--- config.mk ---
export PLATFORM = sky130hd
export DESIGN_NAME = adc_ctlstat_reg
export DESIGN_NICKNAME = d
export VERILOG_FILES = /design/src/rtl/adc_csr_pkg.sv /design/src/rtl/adc_csr_ctl.sv /design/src/rtl/adc_csr_evt.sv /design/src/rtl/adc_csr_flag.sv /design/src/rtl/adc_ctlstat_reg.sv
export SDC_FILE = /design/constraint.sdc
export NUM_CORES = 1
export LEC_CHECK = 0
export BUFFER_PORTS_ARGS = -buffer_cell sky130_fd_sc_hd__buf_2
export CAP_MARGIN = 40
export CORE_UTILIZATION = 48
export CTS_CLUSTER_DIAMETER = 60
export DETAILED_ROUTE_END_ITERATION = 12
export HOLD_SLACK_MARGIN = 0.15
export PLACE_DENSITY = 0.81
export SKIP_LAST_GASP = 1
export SYNTH_ARGS = -nofsm -noshare
export SYNTH_HDL_FRONTEND = slang
export SYNTH_SLANG_ARGS = --single-unit
export TNS_END_PERCENT = 1
--- constraint.sdc ---
create_clock -name clk -period 1.4 [get_ports clk]
set_input_delay 0.14 -clock clk [delete_from_list [all_inputs] [get_ports clk]]
set_output_delay 0.14 -clock clk [all_outputs]
set_load 0.02 [all_outputs]
--- src/rtl/adc_csr_pkg.sv ---
// Package: shared widths, bit positions and masks of the control/status word.
// Assumes a 16-bit register split into two byte lanes.
package adc_csr_pkg;
    localparam int REG_W     = 16;
    localparam int LANE_W    = 8;
    localparam int LANES     = REG_W / LANE_W;
    localparam int FLAG_BIT  = 15;
    localparam int IE_BIT    = 14;
    localparam int MODE_LSB  = 4;
    localparam int MODE_W    = 2;
    // writable control bits: 14, 11, 9, 8 and 7:0
    localparam logic [REG_W-1:0] CTL_MASK = 16'h4BFF;
    localparam logic [MODE_W-1:0] MODE_SINGLE = 2'b00;
endpackage

--- src/rtl/adc_csr_ctl.sv ---
// Byte-laned storage for the writable control fields.
// Assumes wr_en is a single-cycle qualified write; bits outside MASK stay 0.
module adc_csr_ctl #(
    parameter int W      = 16,
    parameter int LW     = 8,
    parameter logic [W-1:0] MASK = '1
) (
    input  logic            clk,
    input  logic            rst_n,
    input  logic            wr_en,
    input  logic [W/LW-1:0] be,
    input  logic [W-1:0]    wdata,
    output logic [W-1:0]    q
);
    localparam int NL = W / LW;

    for (genvar b = 0; b < NL; b++) begin : g_lane
        // one lane: load masked write data when its byte enable is set
        always_ff @(posedge clk) begin
            if (!rst_n)
                q[b*LW +: LW] <= '0;
            else if (wr_en && be[b])
                q[b*LW +: LW] <= wdata[b*LW +: LW] & MASK[b*LW +: LW];
        end
    end


    ctl_hold_chk: assert property (@(posedge clk) disable iff (!rst_n)
        !wr_en |=> $stable(q));

    ctl_rsv_chk: assert property (@(posedge clk) disable iff (!rst_n)
        (q & ~MASK) == '0);
endmodule

--- src/rtl/adc_csr_evt.sv ---
// Qualifies conversion-end strobes by mode: single mode takes every strobe,
// scan modes take only the strobe that ends the last channel.
module adc_csr_evt #(
    parameter int MW = 2,
    parameter logic [MW-1:0] SINGLE = '0
) (
    input  logic          conv_end,
    input  logic          conv_last,
    input  logic [MW-1:0] mode,
    output logic          set_evt
);
    // decide whether this completion ends the programmed work
    always_comb begin
        set_evt = conv_end && ((mode == SINGLE) || conv_last);
    end
endmodule

--- src/rtl/adc_csr_flag.sv ---
// Sticky end flag with read-then-write-zero clear and transfer-driven clears.
// Assumes rd_req and wr_hi are never high in the same cycle.
module adc_csr_flag (
    input  logic clk,
    input  logic rst_n,
    input  logic set_evt,
    input  logic dma_ack,
    input  logic xfer_ack,
    input  logic xfer_keep,
    input  logic rd_req,
    input  logic wr_hi,
    input  logic wr_bit,
    output logic flag
);
    logic seen_q, seen_d, flag_d, clr_sw, clr_any;

    // gather every clear cause of this cycle
    always_comb begin
        clr_sw  = wr_hi && !wr_bit && seen_q;
        clr_any = dma_ack || (xfer_ack && !xfer_keep) || clr_sw;
    end

    // next flag: set has priority; next permission dies with the flag or an upper write
    always_comb begin
        flag_d = set_evt ? 1'b1 : (clr_any ? 1'b0 : flag);
        if (!flag_d || wr_hi)
            seen_d = 1'b0;
        else if (rd_req && flag)
            seen_d = 1'b1;
        else
            seen_d = seen_q;
    end

    // state registers
    always_ff @(posedge clk) begin
        if (!rst_n) begin
            flag   <= 1'b0;
            seen_q <= 1'b0;
        end else begin
            flag   <= flag_d;
            seen_q <= seen_d;
        end
    end


    seen_needs_flag_chk: assert property (@(posedge clk) disable iff (!rst_n)
        seen_q |-> flag);

    flag_rise_chk: assert property (@(posedge clk) disable iff (!rst_n)
        $rose(flag) |-> $past(set_evt));

    flag_fall_chk: assert property (@(posedge clk) disable iff (!rst_n)
        $fell(flag) |-> $past(dma_ack || (xfer_ack && !xfer_keep) || (wr_hi && !wr_bit && seen_q)));

    set_wins_chk: assert property (@(posedge clk) disable iff (!rst_n)
        set_evt |=> flag);
endmodule

--- src/rtl/adc_ctlstat_reg.sv ---
// Top: converter control/status register on a single-word bus.
// Assumes one access per request cycle; reads return data on the next edge.
module adc_ctlstat_reg
    import adc_csr_pkg::*;
(
    input  logic              clk,
    input  logic              rst_n,
    input  logic              bus_sel,
    input  logic              bus_wr,
    input  logic [LANES-1:0]  bus_be,
    input  logic [REG_W-1:0]  bus_wdata,
    output logic [REG_W-1:0]  bus_rdata,
    input  logic              conv_end,
    input  logic              conv_last,
    input  logic              dma_rd_ack,
    input  logic              xfer_rd_ack,
    input  logic              xfer_keep,
    output logic [REG_W-1:0]  csr_image,
    output logic              end_irq
);
    logic              wr_en, rd_req, wr_hi, set_evt, flag;
    logic [REG_W-1:0]  ctl_q;

    // decode bus strobes
    always_comb begin
        wr_en  = bus_sel && bus_wr;
        rd_req = bus_sel && !bus_wr;
        wr_hi  = wr_en && bus_be[LANES-1];
    end

    adc_csr_ctl #(.W(REG_W), .LW(LANE_W), .MASK(CTL_MASK)) i_ctl (
        .clk(clk), .rst_n(rst_n), .wr_en(wr_en), .be(bus_be),
        .wdata(bus_wdata), .q(ctl_q)
    );

    adc_csr_evt #(.MW(MODE_W), .SINGLE(MODE_SINGLE)) i_evt (
        .conv_end(conv_end), .conv_last(conv_last),
        .mode(ctl_q[MODE_LSB +: MODE_W]), .set_evt(set_evt)
    );

    adc_csr_flag i_flag (
        .clk(clk), .rst_n(rst_n), .set_evt(set_evt), .dma_ack(dma_rd_ack),
        .xfer_ack(xfer_rd_ack), .xfer_keep(xfer_keep), .rd_req(rd_req),
        .wr_hi(wr_hi), .wr_bit(bus_wdata[FLAG_BIT]), .flag(flag)
    );

    // assemble the visible word and the interrupt request
    always_comb begin
        csr_image = ctl_q | (REG_W'(flag) << FLAG_BIT);
        end_irq   = flag && ctl_q[IE_BIT];
    end

    // registered read port
    always_ff @(posedge clk) begin
        if (!rst_n)
            bus_rdata <= '0;
        else if (rd_req)
            bus_rdata <= csr_image;
    end


    rd_latency_chk: assert property (@(posedge clk) disable iff (!rst_n)
        rd_req |=> bus_rdata == $past(csr_image));

    rd_hold_chk: assert property (@(posedge clk) disable iff (!rst_n)
        !rd_req |=> $stable(bus_rdata));
endmodule

==> impl_metrics.py <==
metrics = {
    "outcome": {
        "outcome": "finished, final reports clean",
    },
    "floorplanning": {
        "fp.coreArea_um2": 2280,
        "die_x_um": 51.7,
        "die_area_um2": 2670,
        "io_pins": 60,
        "initial_core_util_pct": 52.0,
        "rows": 17,
        "fp.dieH_um": 51.7,
    },
    "timing": {
        "fin_crit_ns": 1.16,
        "layout_worst_path_cycle_share_pct": 82.7,
        "setup_viol": 0,
        "fin_setup_tns_ns": 0,
        "slew_viol_final": 0,
        "fmax_mhz": 864,
        "rsz0062_at_grt": "false",
        "fin_skew_ns": 0.00717,
        "finalHoldViolations": 0,
    },
    "power": {
        "internal-power_mw": 1.00,
        "p_switching_mw": 0.352,
        "combPwrFrac_pct": 16.3,
        "pwr-share-clk_pct": 24.4,
        "power_frac_seq_pct": 59.3,
        "switching_share_pct": 26.0,
        "p_leak_nw": 0.775,
        "ir_drop_v": 0.000621,
        "power_density_nw_per_um2": 847,
    },
    "global_route": {
        "antenna_found_initial": 0,
        "grt_max_degree": 16,
        "overflow": 0,
        "grt_pass1_vias": 988,
        "track_usage_pct": 22.3,
        "grt_pass1_wl_mm": 4.31,
    },
    "synth": {
        "ys_top_cells_by_area": "dfxtp_1 (46%), mux2i_1 (10%), a21boi_2 (9.5%)",
        "synth_edf_count": 0,
        "synth_top_area_share_pct": 45.7,
        "yosys_warnings": 0,
        "synth_cell_types": 23,
        "post-synth-top-count-cell": "nand2_1",
        "syn_inst": 118,
        "synth_top_cell_by_area": "dfxtp_1",
        "synth_ff_type": "dfxtp_1",
        "async_flop_share_pct": 0,
        "synth.avg_cell_area_um2": 10.0,
        "yosysSeqAreaShare_pct": 45.7,
        "synth-seq-cells": 27,
        "netlist_area_um2": 1180,
        "synth.top_cells.by_count": "nand2_1 (28), dfxtp_1 (27), mux2i_1 (12), nor2b_1 (12), a21boi_2 (10)",
    },
    "setup_path": {
        "worstSetupEndpointType": "primary output",
        "path_class": "flop to primary output",
        "startpoint_type": "flop",
        "worstPathMaxFanout": 5,
        "worstPathArrival_ns": 1.02,
        "required_ns": 1.26,
    },
    "cells_and_area": {
        "layout-drive-gt1-share_pct": 38.3,
        "fin_nets": 211,
        "area.growth.synth_to_final_pct": 35.2,
        "layoutNonFillerInstCount": 211,
        "antenna_cells": 0,
    },
    "clock_network": {
        "clk-insertion-delay-late_ns": 0.32,
        "cts_buffers": 3,
        "cts_tree": "yes",
        "clkTransAtPathRegs_ns": 0.14,
        "clockBufferDepth": 2,
        "htreeDepth": 1,
        "cts_sinks": 27,
        "cts-root-buf": "clkbuf_4",
        "cts_resized": 0,
    },
    "routing": {
        "wl_met1_mm": 1.08,
        "wire_per_inst_um": 12.1,
        "routed_wl_mm": 2.56,
        "top_layer_used": "met4",
        "num_vias": 1007,
        "drc": 0,
        "route.met2.wl_mm": 1.28,
        "drtIter0Drc": 7,
        "via_per_inst": 4.77,
        "dr_wl_met3_um": 129,
        "first_pass_iters": 4,
        "ant_nets": 0,
    },
    "worst_hold_path": {
        "hold_class": "primary input to flop",
    },
    "run": {
        "cap_violations": 0,
    },
    "placed_design": {
        "port_buffers": 50,
        "post-dp-hpwl_mm": 1.79,
        "dp_cells": 191,
        "gp_congestion": 0.742,
    },
}
==> layer usage <==
metal | track usage (%) | up-vias
met5 | 0 | -
met4 | 14.0 | 0
met3 | 4.39 | 7
met2 | 39.0 | 36
met1 | 24.5 | 452
li1 | - | 512
==> flip-flops by register name, summed over array words and instances (netlist names) <==
| signal | cells |
|---|---|
| bus_rdata | 13 |
| i_flag.flag | 1 |
| i_ctl.q | 12 |
| i_flag.seen_q | 1 |
==> area by class of cell <==
cell class / instances / area, um^2
tap: 28 / 35.0
clock buffer: 3 / 22.5
multi-input combinational: 84 / 576
fill: 174 / 676
inverter: 1 / 3.75
sequential: 27 / 541
clock inverter: 1 / 5.00
timing repair buffer: 67 / 418
==> worst max-delay path, cell delays in order, from the launching register on <==
cell	delay [ns]
dfxtp_1	0.41
and2_1	0.14
buf_2	0.15
==> placed cells by master, fill, tap and decap left out, drive strengths merged <==
| master | synthesis | layout |
|---|---|---|
| conb | 1 | 6 |
| nand3 | 2 | 2 |
| dfxtp | 27 | 27 |
| buf | 9 | 51 |
| mux2i | 12 | 12 |
| a21oi | 2 | 2 |
| nor2b | 13 | 13 |
| inv | 1 | 1 |
| clkinv | 0 | 1 |
| and2 | 1 | 1 |
| nand2b | 2 | 2 |
| and3b | 1 | 1 |
| o211ai | 1 | 1 |
| nand2 | 28 | 28 |
| clkbuf | 2 | 3 |
| a2bb2oi | 1 | 1 |
| dlygate4sd3 | 0 | 16 |
| o311ai | 1 | 1 |
| nor2 | 1 | 1 |
| a21boi | 13 | 13 |
==> repair_timing <==
item / CTS / global route
hold buffers: 16 / 0
setup buffers: 0 / 0
hold endpoints to repair: 14 / 0
==> cells by family after synthesis <==
family,count (synthesis),share of synthesized area [%]
other,1,0.317
muxes,12,10.1
and+or+nand+nor,48,21.6
AOI/OAI and AO/OA,18,15.0
DFF,27,45.7
buffers and inverters,12,7.29
==> power by group through the flow <==
stage                     sequential, mW  clock (mW)  combinational [mW]
after detailed placement           0.820           0               0.185
after global routing               0.807       0.379               0.240
final                              0.803       0.330               0.221
after floorplan                    0.838           0               0.112
after CTS                          0.803       0.335               0.219
after global placement             0.818           0               0.179
==> path summary, 6_finish.rpt <==
kind / startpoint / endpoint / slack [ns] / cells past startpoint
max: i_flag.flag / end_irq / 0.24 / 2
min: rst_n / i_ctl.q[5] / 0.17 / 2
max reg2reg: i_flag.seen_q / i_flag.seen_q / 0.46 / 3
min reg2reg: bus_rdata[11] / bus_rdata[11] / 0.47 / 2
==> metrics by stage <==
stage	util (%)	power, mW	cell area [um^2]	hold slack [ns]	setup slack [ns]
after floorplan	-	0.950	1200	0.290	0.492
after global placement	62.1	0.997	1410	0.389	0.452
after detailed placement	62.1	1.00	1410	0.401	0.360
after CTS	70.3	1.36	1600	0.158	0.233
after global routing	70.3	1.43	1600	0.161	0.145
final	70.3	1.35	1600	0.168	0.243
Power figures use the tool's default switching activity.
